==> config.mk <==
export PLATFORM = sky130hd
export DESIGN_NAME = wcs_sched
export DESIGN_NICKNAME = d
export VERILOG_FILES = /design/src/rtl/wcs_pkg.sv /design/src/rtl/wcs_select.sv /design/src/rtl/wcs_ctrl.sv /design/src/rtl/wcs_datapath.sv /design/src/rtl/wcs_sched.sv
export SDC_FILE = /design/constraint.sdc
export NUM_CORES = 2
export LEC_CHECK = 0
export CAP_MARGIN = 10
export CORE_MARGIN = 3
export CORE_UTILIZATION = 45
export CTS_CLUSTER_SIZE = 25
export DETAILED_ROUTE_END_ITERATION = 8
export PLACE_DENSITY = 0.61
export RECOVER_POWER = 100
export REMOVE_ABC_BUFFERS = 1
export SKIP_CTS_REPAIR_TIMING = 1
export SLEW_MARGIN = 20
export SYNTH_ARGS = -nofsm -noshare
export SYNTH_HDL_FRONTEND = slang
export SYNTH_SLANG_ARGS = --single-unit
==> constraint.sdc <==
create_clock -name clk -period 9.3 [get_ports clk]
set_clock_uncertainty 0.05 [all_clocks]
set_input_delay 1.395 -clock clk [delete_from_list [all_inputs] [get_ports clk]]
set_output_delay 1.395 -clock clk [all_outputs]
set_load 0.005 [all_outputs]
==> src/rtl/wcs_pkg.sv <==
`timescale 1ns/1ps
package wcs_pkg;
  typedef enum logic {ST_IDLE = 1'b0, ST_SCAN = 1'b1} wcsState_t;

  typedef struct packed {
    logic doServe;
    logic doScan;
  } wcsStrobe_t;
endpackage

==> src/rtl/wcs_select.sv <==
`timescale 1ns/1ps
module wcs_select #(
  parameter int N  = 4,
  parameter int TW = 16,
  parameter int CW = 8,
  localparam int IW = (N > 1) ? $clog2(N) : 1
) (
  input  logic          clk,
  input  logic          rstN,
  input  logic [N-1:0]  headValid,
  input  logic [TW-1:0] deadline [N],
  input  logic [CW-1:0] curX     [N],
  input  logic [CW-1:0] curY     [N],
  input  logic [TW-1:0] stamp    [N],
  output logic          anyValid,
  output logic [IW-1:0] winId
);
  logic [N-1:0] winOk;

  // strict pairwise precedence: true when stream a goes before stream b
  function automatic logic precedes(input int a, input int b);
    logic [2*CW-1:0] crossA, crossB;
    crossA = {{CW{1'b0}}, curX[a]} * {{CW{1'b0}}, curY[b]};
    crossB = {{CW{1'b0}}, curX[b]} * {{CW{1'b0}}, curY[a]};
    if (deadline[a] != deadline[b]) return deadline[a] < deadline[b];
    if (crossA != crossB) return crossA < crossB;
    if (curX[a] == '0 && curX[b] == '0 && curY[a] != curY[b]) return curY[a] > curY[b];
    if (curX[a] != curX[b]) return curX[a] < curX[b];
    if (stamp[a] != stamp[b]) return stamp[a] < stamp[b];
    return a < b;
  endfunction

  for (genvar i = 0; i < N; i++) begin : g_cand
    always_comb begin
      winOk[i] = headValid[i];
      for (int j = 0; j < N; j++) begin
        if (j != i && headValid[j] && !precedes(i, j)) winOk[i] = 1'b0;
      end
    end
  end

  always_comb begin
    winId = '0;
    for (int i = 0; i < N; i++) begin
      if (winOk[i]) winId = IW'(i);
    end
  end

  assign anyValid = |headValid;

  AST_SINGLE_WINNER: assert property (@(posedge clk) disable iff (!rstN)
    $onehot0(winOk)) else $error("two winners");
  AST_WINNER_EXISTS: assert property (@(posedge clk) disable iff (!rstN)
    anyValid |-> (winOk != '0)) else $error("no winner");
endmodule

==> src/rtl/wcs_ctrl.sv <==
`timescale 1ns/1ps
module wcs_ctrl
  import wcs_pkg::*;
(
  input  logic       clk,
  input  logic       rstN,
  input  logic       slotReq,
  input  logic       anyLate,
  output wcsStrobe_t strobe,
  output logic       busy
);
  wcsState_t state, nextState;

  always_comb begin
    strobe    = '0;
    nextState = state;
    case (state)
      ST_IDLE: if (slotReq) begin
        strobe.doServe = 1'b1;
        nextState      = ST_SCAN;
      end
      ST_SCAN: begin
        if (anyLate) strobe.doScan = 1'b1;
        else         nextState     = ST_IDLE;
      end
      default: nextState = ST_IDLE;
    endcase
  end

  always_ff @(posedge clk) begin
    if (!rstN) state <= ST_IDLE;
    else       state <= nextState;
  end

  assign busy = (state == ST_SCAN);

  AST_SLOT_STARTS_SCAN: assert property (@(posedge clk) disable iff (!rstN)
    (!busy && slotReq) |=> busy) else $error("slot not taken");
  AST_SCAN_HOLDS: assert property (@(posedge clk) disable iff (!rstN)
    (busy && anyLate) |=> busy) else $error("scan ended early");
endmodule

==> src/rtl/wcs_datapath.sv <==
`timescale 1ns/1ps
module wcs_datapath
  import wcs_pkg::*;
#(
  parameter int N  = 4,
  parameter int TW = 16,
  parameter int CW = 8,
  localparam int IW = (N > 1) ? $clog2(N) : 1
) (
  input  logic          clk,
  input  logic          rstN,
  input  wcsStrobe_t    strobe,
  input  logic [TW-1:0] nowTime,
  input  logic [N-1:0]  headValid,
  input  logic          cfgWe,
  input  logic [IW-1:0] cfgSel,
  input  logic [TW-1:0] cfgDeadline,
  input  logic [TW-1:0] cfgGap,
  input  logic [CW-1:0] cfgX,
  input  logic [CW-1:0] cfgY,
  output logic          serveValid,
  output logic [IW-1:0] serveId,
  output logic [N-1:0]  dropPulse,
  output logic [N-1:0]  violPulse,
  output logic          anyLate
);
  logic [TW-1:0] deadline [N];
  logic [TW-1:0] gap      [N];
  logic [TW-1:0] stamp    [N];
  logic [CW-1:0] baseX    [N];
  logic [CW-1:0] baseY    [N];
  logic [CW-1:0] curX     [N];
  logic [CW-1:0] curY     [N];
  logic [N-1:0]  armed;
  logic [N-1:0]  servedMask;
  logic [N-1:0]  lateMask;
  logic          anyValid;
  logic [IW-1:0] winId;

  wcs_select #(.N(N), .TW(TW), .CW(CW)) select_i (
    .clk(clk), .rstN(rstN), .headValid(headValid),
    .deadline(deadline), .curX(curX), .curY(curY), .stamp(stamp),
    .anyValid(anyValid), .winId(winId)
  );

  always_comb begin
    for (int k = 0; k < N; k++) begin
      lateMask[k] = (deadline[k] < nowTime) && !servedMask[k];
    end
  end
  assign anyLate = |lateMask;

  always_ff @(posedge clk) begin
    if (!rstN) begin
      serveValid <= 1'b0;
      serveId    <= '0;
      dropPulse  <= '0;
      violPulse  <= '0;
      servedMask <= '0;
      armed      <= '0;
      for (int k = 0; k < N; k++) begin
        deadline[k] <= '1;
        gap[k]      <= TW'(1);
        stamp[k]    <= '0;
        baseX[k]    <= '0;
        baseY[k]    <= CW'(1);
        curX[k]     <= '0;
        curY[k]     <= CW'(1);
      end
    end else begin
      serveValid <= 1'b0;
      dropPulse  <= '0;
      violPulse  <= '0;
      if (strobe.doServe) begin
        serveValid <= anyValid;
        serveId    <= winId;
        servedMask <= anyValid ? (N'(1) << winId) : '0;
      end
      for (int k = 0; k < N; k++) begin
        if (!armed[k] && headValid[k]) begin
          armed[k] <= 1'b1;
          stamp[k] <= nowTime;
        end
        if (cfgWe && cfgSel == IW'(k)) begin
          deadline[k] <= cfgDeadline;
          gap[k]      <= cfgGap;
          baseX[k]    <= cfgX;
          baseY[k]    <= cfgY;
          curX[k]     <= cfgX;
          curY[k]     <= cfgY;
        end else if (strobe.doServe && anyValid && winId == IW'(k)) begin
          deadline[k] <= deadline[k] + gap[k];
          armed[k]    <= 1'b0;
          if (curY[k] == CW'(1)) begin
            curX[k] <= baseX[k];
            curY[k] <= baseY[k];
          end else begin
            curY[k] <= curY[k] - CW'(1);
          end
        end else if (strobe.doScan && lateMask[k]) begin
          deadline[k] <= deadline[k] + gap[k];
          if (curX[k] != '0) begin
            if (curY[k] == CW'(1)) begin
              curX[k] <= baseX[k];
              curY[k] <= baseY[k];
            end else begin
              curX[k] <= curX[k] - CW'(1);
              curY[k] <= curY[k] - CW'(1);
            end
            if (headValid[k]) begin
              dropPulse[k] <= 1'b1;
              armed[k]     <= 1'b0;
            end
          end else begin
            violPulse[k] <= 1'b1;
          end
        end
      end
    end
  end

  AST_SERVE_HEAD: assert property (@(posedge clk) disable iff (!rstN)
    serveValid |-> (($past(headValid) & (N'(1) << serveId)) != '0)) else $error("served empty stream");
  AST_CFG_SANE: assert property (@(posedge clk) disable iff (!rstN)
    cfgWe |-> (cfgGap != '0 && cfgY != '0)) else $error("bad config");

  for (genvar k = 0; k < N; k++) begin : g_chk
    AST_DROP_HAS_TOL: assert property (@(posedge clk) disable iff (!rstN)
      dropPulse[k] |-> ($past(curX[k]) != '0)) else $error("drop without tolerance");
    AST_VIOL_NO_TOL: assert property (@(posedge clk) disable iff (!rstN)
      violPulse[k] |-> ($past(curX[k]) == '0)) else $error("violation with tolerance");
    AST_WINDOW_NONZERO: assert property (@(posedge clk) disable iff (!rstN)
      curY[k] != '0) else $error("window empty");
  end
endmodule

==> src/rtl/wcs_sched.sv <==
`timescale 1ns/1ps
module wcs_sched
  import wcs_pkg::*;
#(
  parameter int N  = 4,
  parameter int TW = 16,
  parameter int CW = 8,
  localparam int IW = (N > 1) ? $clog2(N) : 1
) (
  input  logic          clk,
  input  logic          rstN,
  input  logic          slotReq,
  input  logic [TW-1:0] nowTime,
  input  logic [N-1:0]  headValid,
  input  logic          cfgWe,
  input  logic [IW-1:0] cfgSel,
  input  logic [TW-1:0] cfgDeadline,
  input  logic [TW-1:0] cfgGap,
  input  logic [CW-1:0] cfgX,
  input  logic [CW-1:0] cfgY,
  output logic          serveValid,
  output logic [IW-1:0] serveId,
  output logic [N-1:0]  dropPulse,
  output logic [N-1:0]  violPulse,
  output logic          busy
);
  wcsStrobe_t strobe;
  logic       anyLate;

  wcs_ctrl ctrl_i (
    .clk(clk), .rstN(rstN), .slotReq(slotReq), .anyLate(anyLate),
    .strobe(strobe), .busy(busy)
  );

  wcs_datapath #(.N(N), .TW(TW), .CW(CW)) dp_i (
    .clk(clk), .rstN(rstN), .strobe(strobe), .nowTime(nowTime),
    .headValid(headValid), .cfgWe(cfgWe), .cfgSel(cfgSel),
    .cfgDeadline(cfgDeadline), .cfgGap(cfgGap), .cfgX(cfgX), .cfgY(cfgY),
    .serveValid(serveValid), .serveId(serveId), .dropPulse(dropPulse),
    .violPulse(violPulse), .anyLate(anyLate)
  );
endmodule

==> out/qor.txt <==
DRC viols: 0
DIE HEIGHT: 344.7 um
r2r setup slk: 0.55 ns
Util after Layout: 0.4961
GRT overflow: 0
critical path data arrival time: 9.16 ns
Setup Total Neg Slack: 0 ns
TritonCTS Buffers: 43
Flop pwr share: 0.143
RR Startpoint: dp_i.curX[8]
asr flop ratio synth: 0
top-count cell post-synth: ha_1
max cap viols: 13
worst hold stages: 2
Worst Hold End: dp_i.stamp[63]
share of Yosys cell area claimed by the top area cell type: 0.2298
CTS Buffer Depth: 3
Seq/Total Area, Yosys: 0.1567
vias in the first global route: 44,660
Post-synth EDFFs: 128
Tmin final: 8.750 ns
status: finished with violations
std cell rows: 123
H-Tree Depth: 2
post-route cell area: 0.05612 sq mm
clock root buffer: clkbuf_16
Psw: 0.009781 W
final worst-path cycle share: 0.9409
RSZ-0062 raised after global routing: no
boundary pin count: 86
port buffer count: 85
transition time at the pin with the least slew margin: 3.608 ns
worst-case reg-to-reg path depth: 31
Hold Crit Start: dp_i.stamp[63]
switching portion of total power: 0.5461
Synth area leaders: ha_1, fa_1, dfxtp_1, edfxtp_1, inv_1
drt total wl: 172,300 um
Die Area: 0.1188 sq mm
overall power: 0.01791 W
Clock transition at path regs: 0.06 ns
Synth Register Bits: 340
global-route wire length before repair: 263,600 um
NumNets Final: 7,647
failing checks: max-capacitance violations, max-slew violations
die width: 344.7 um
average size of a mapped cell: 8.379 sq um
Setup CP Type: reg -> reg
pin count of the biggest net entering global routing: 171
Pwr Density: 319.2 mW/mm^2
Cells after Synth: 6,160
Placement Cell Area: 0.05469 sq mm
Core ar.: 0.1131 sq mm
wire per inst: 22.30 um
R2R Path End: dp_i.dropPulse[0]
Yosys top cell by area: ha_1
Yosys warnings: 0
Slew HR: -1.406
Post-synth top cells: ha_1, inv_1, nand2_1
Clk Latency, worst-skew pair: 0.59 ns
Pleak: 27.97 nW
area added between synthesis and finish: 8.717%
slowest cell delay on critical path: 0.69 ns
drt pass-1 iters: 7
post-DR vias/cell: 5.787
Final ANT Viol Nets: 0
Hold Path Class: reg -> reg
# setup viols final: 0
Primary FF master, synth: dfxtp_1
Pint: 0.008129 W
Synth cell types: 91
worst vdd ir: 0.0001747 V
Final Max Tran Viols: 458
clock power share: 0.102
Crit. End Element: flop
Place WS: 0.6421 ns
startpoint class of the critical path: flop
highest net fanout along the worst path: 13
GRT Util Overall: 0.2895
Gate power share: 0.755
Mapped Area: 0.05162 sq mm
Starting DRT DRC Count: 3,722
HPWL Detailed: 138,400 um
Worst EP required: 9.71 ns
layout cell share with drive strength beyond 1: 0.04740
CP most frequent cell: inv_1
CTS tree: yes
Initial Util: 0.4563
f_max: 114.3 MHz
Final GP Congestion: 0.9734
Final Hold Viols: 0
vias after detailed routing: 44,710
initial antenna violation count: 6
slowest CP cell: clkinv_1
Setup WS post-layout: 0.5499 ns
clk sinks: 340
stage by stage:
step / hold WS, ns / cells
floorplan: 0.3861 / 5877
global placement: 0.3926 / 7642
detailed placement: 0.3982 / 7642
CTS: 0.4065 / 7722
global route: 0.4321 / 7725
finish: 0.4024 / 7727
critical path, delay by kind of cell, from the launching register on:
kind | cells | cell delay (ns)
and+or+nand+nor | 7 | 1.91
DFF | 1 | 0.51
adders and majority gates | 6 | 2.17
xor gates and xnor gates | 1 | 0.14
AOI/OAI and AO/OA | 11 | 2.75
buffers and inverters | 6 | 1.06
registers in the layout, indices dropped and copies added, names as in the netlist:
signal,flops
dp_i.dropPulse,4
dp_i.violPulse,4
dp_i.serveId,2
dp_i.stamp,64
dp_i.baseY,32
dp_i.deadline,64
dp_i.baseX,32
dp_i.curY,32
dp_i.curX,32
ctrl_i.busy,1
dp_i.serveValid,1
dp_i.armed,4
dp_i.servedMask,4
dp_i.gap,64
worst max path at each step:
stage                   from  slack, ns                 to  depth (start not counted)
2_1_floorplan   dp_i.curX[3]       0.53  dp_i.deadline[32]                         27
3_3_place_gp    dp_i.curX[0]       0.78      dp_i.curY[25]                         33
3_5_place_dp   dp_i.curY[22]       0.64      dp_i.curY[25]                         31
4_1_cts        dp_i.curY[22]       0.59      dp_i.curY[25]                         31
5_1_grt         dp_i.curX[3]       0.03       dp_i.curX[1]                         30
6_report        dp_i.curX[8]       0.55  dp_i.dropPulse[0]                         31
cells by family after synthesis:
| group | after synthesis | synth area share |
|---|---|---|
| AOI/OAI and AO/OA | 1041 | 0.1309 |
| xor gates and xnor gates | 241 | 0.04089 |
| adders and majority gates | 1384 | 0.3989 |
| buffers and inverters | 1126 | 0.08375 |
| DFF | 340 | 0.1567 |
| muxes | 66 | 0.01287 |
| and+or+nand+nor | 1962 | 0.1760 |
placed cells by master, fill, tap and decap left out, types with 30 or more instances in the layout:
master,instances
nand2_1,648
o21ai_0,133
clkdlybuf4s50_1,65
edfxtp_1,128
nand2b_1,38
a211oi_1,88
ha_1,948
xor2_1,82
dfxtp_1,210
mux2i_1,63
clkbuf_16,46
inv_1,816
xnor2_1,159
a31oi_1,30
o21a_1,34
o211ai_1,41
and2_1,161
a21o_1,76
fa_1,436
nor3_1,85
and3_1,133
nor2b_1,49
a21oi_1,397
nand3_1,88
buf_4,164
nor2_1,581
nand4_1,72
o21bai_1,64
per-layer routing:
layer | part of all wire | GRT usage | up-vias
met5 | 0.000093 | 0 | -
met3 | 0.083 | 0.05032 | 388
met4 | 0.051 | 0.1245 | 2
met1 | 0.43 | 0.3882 | 21730
met2 | 0.44 | 0.4592 | 1755
li1 | - | - | 20840
power by group through the flow:
stage                     registers (W)  logic (W)  clock network (W)
after floorplan                 0.00247    0.00870                  0
after CTS                       0.00253     0.0134            0.00184
after global routing            0.00259     0.0151            0.00190
after global placement          0.00255     0.0131                  0
after detailed placement        0.00256     0.0133                  0
final                           0.00256     0.0135            0.00182
cell type report:
cell class | instances | area (sq um)
sequential | 340 | 8090
inverter | 843 | 3173
clock inverter | 24 | 285.3
clock buffer | 56 | 1239
tap | 1500 | 1877
fill | 10890 | 57000
antenna | 3 | 7.507
multi-input combinational | 4694 | 39210
timing repair buffer | 267 | 2231
Note: power is estimated with default switching activity, not from simulation.
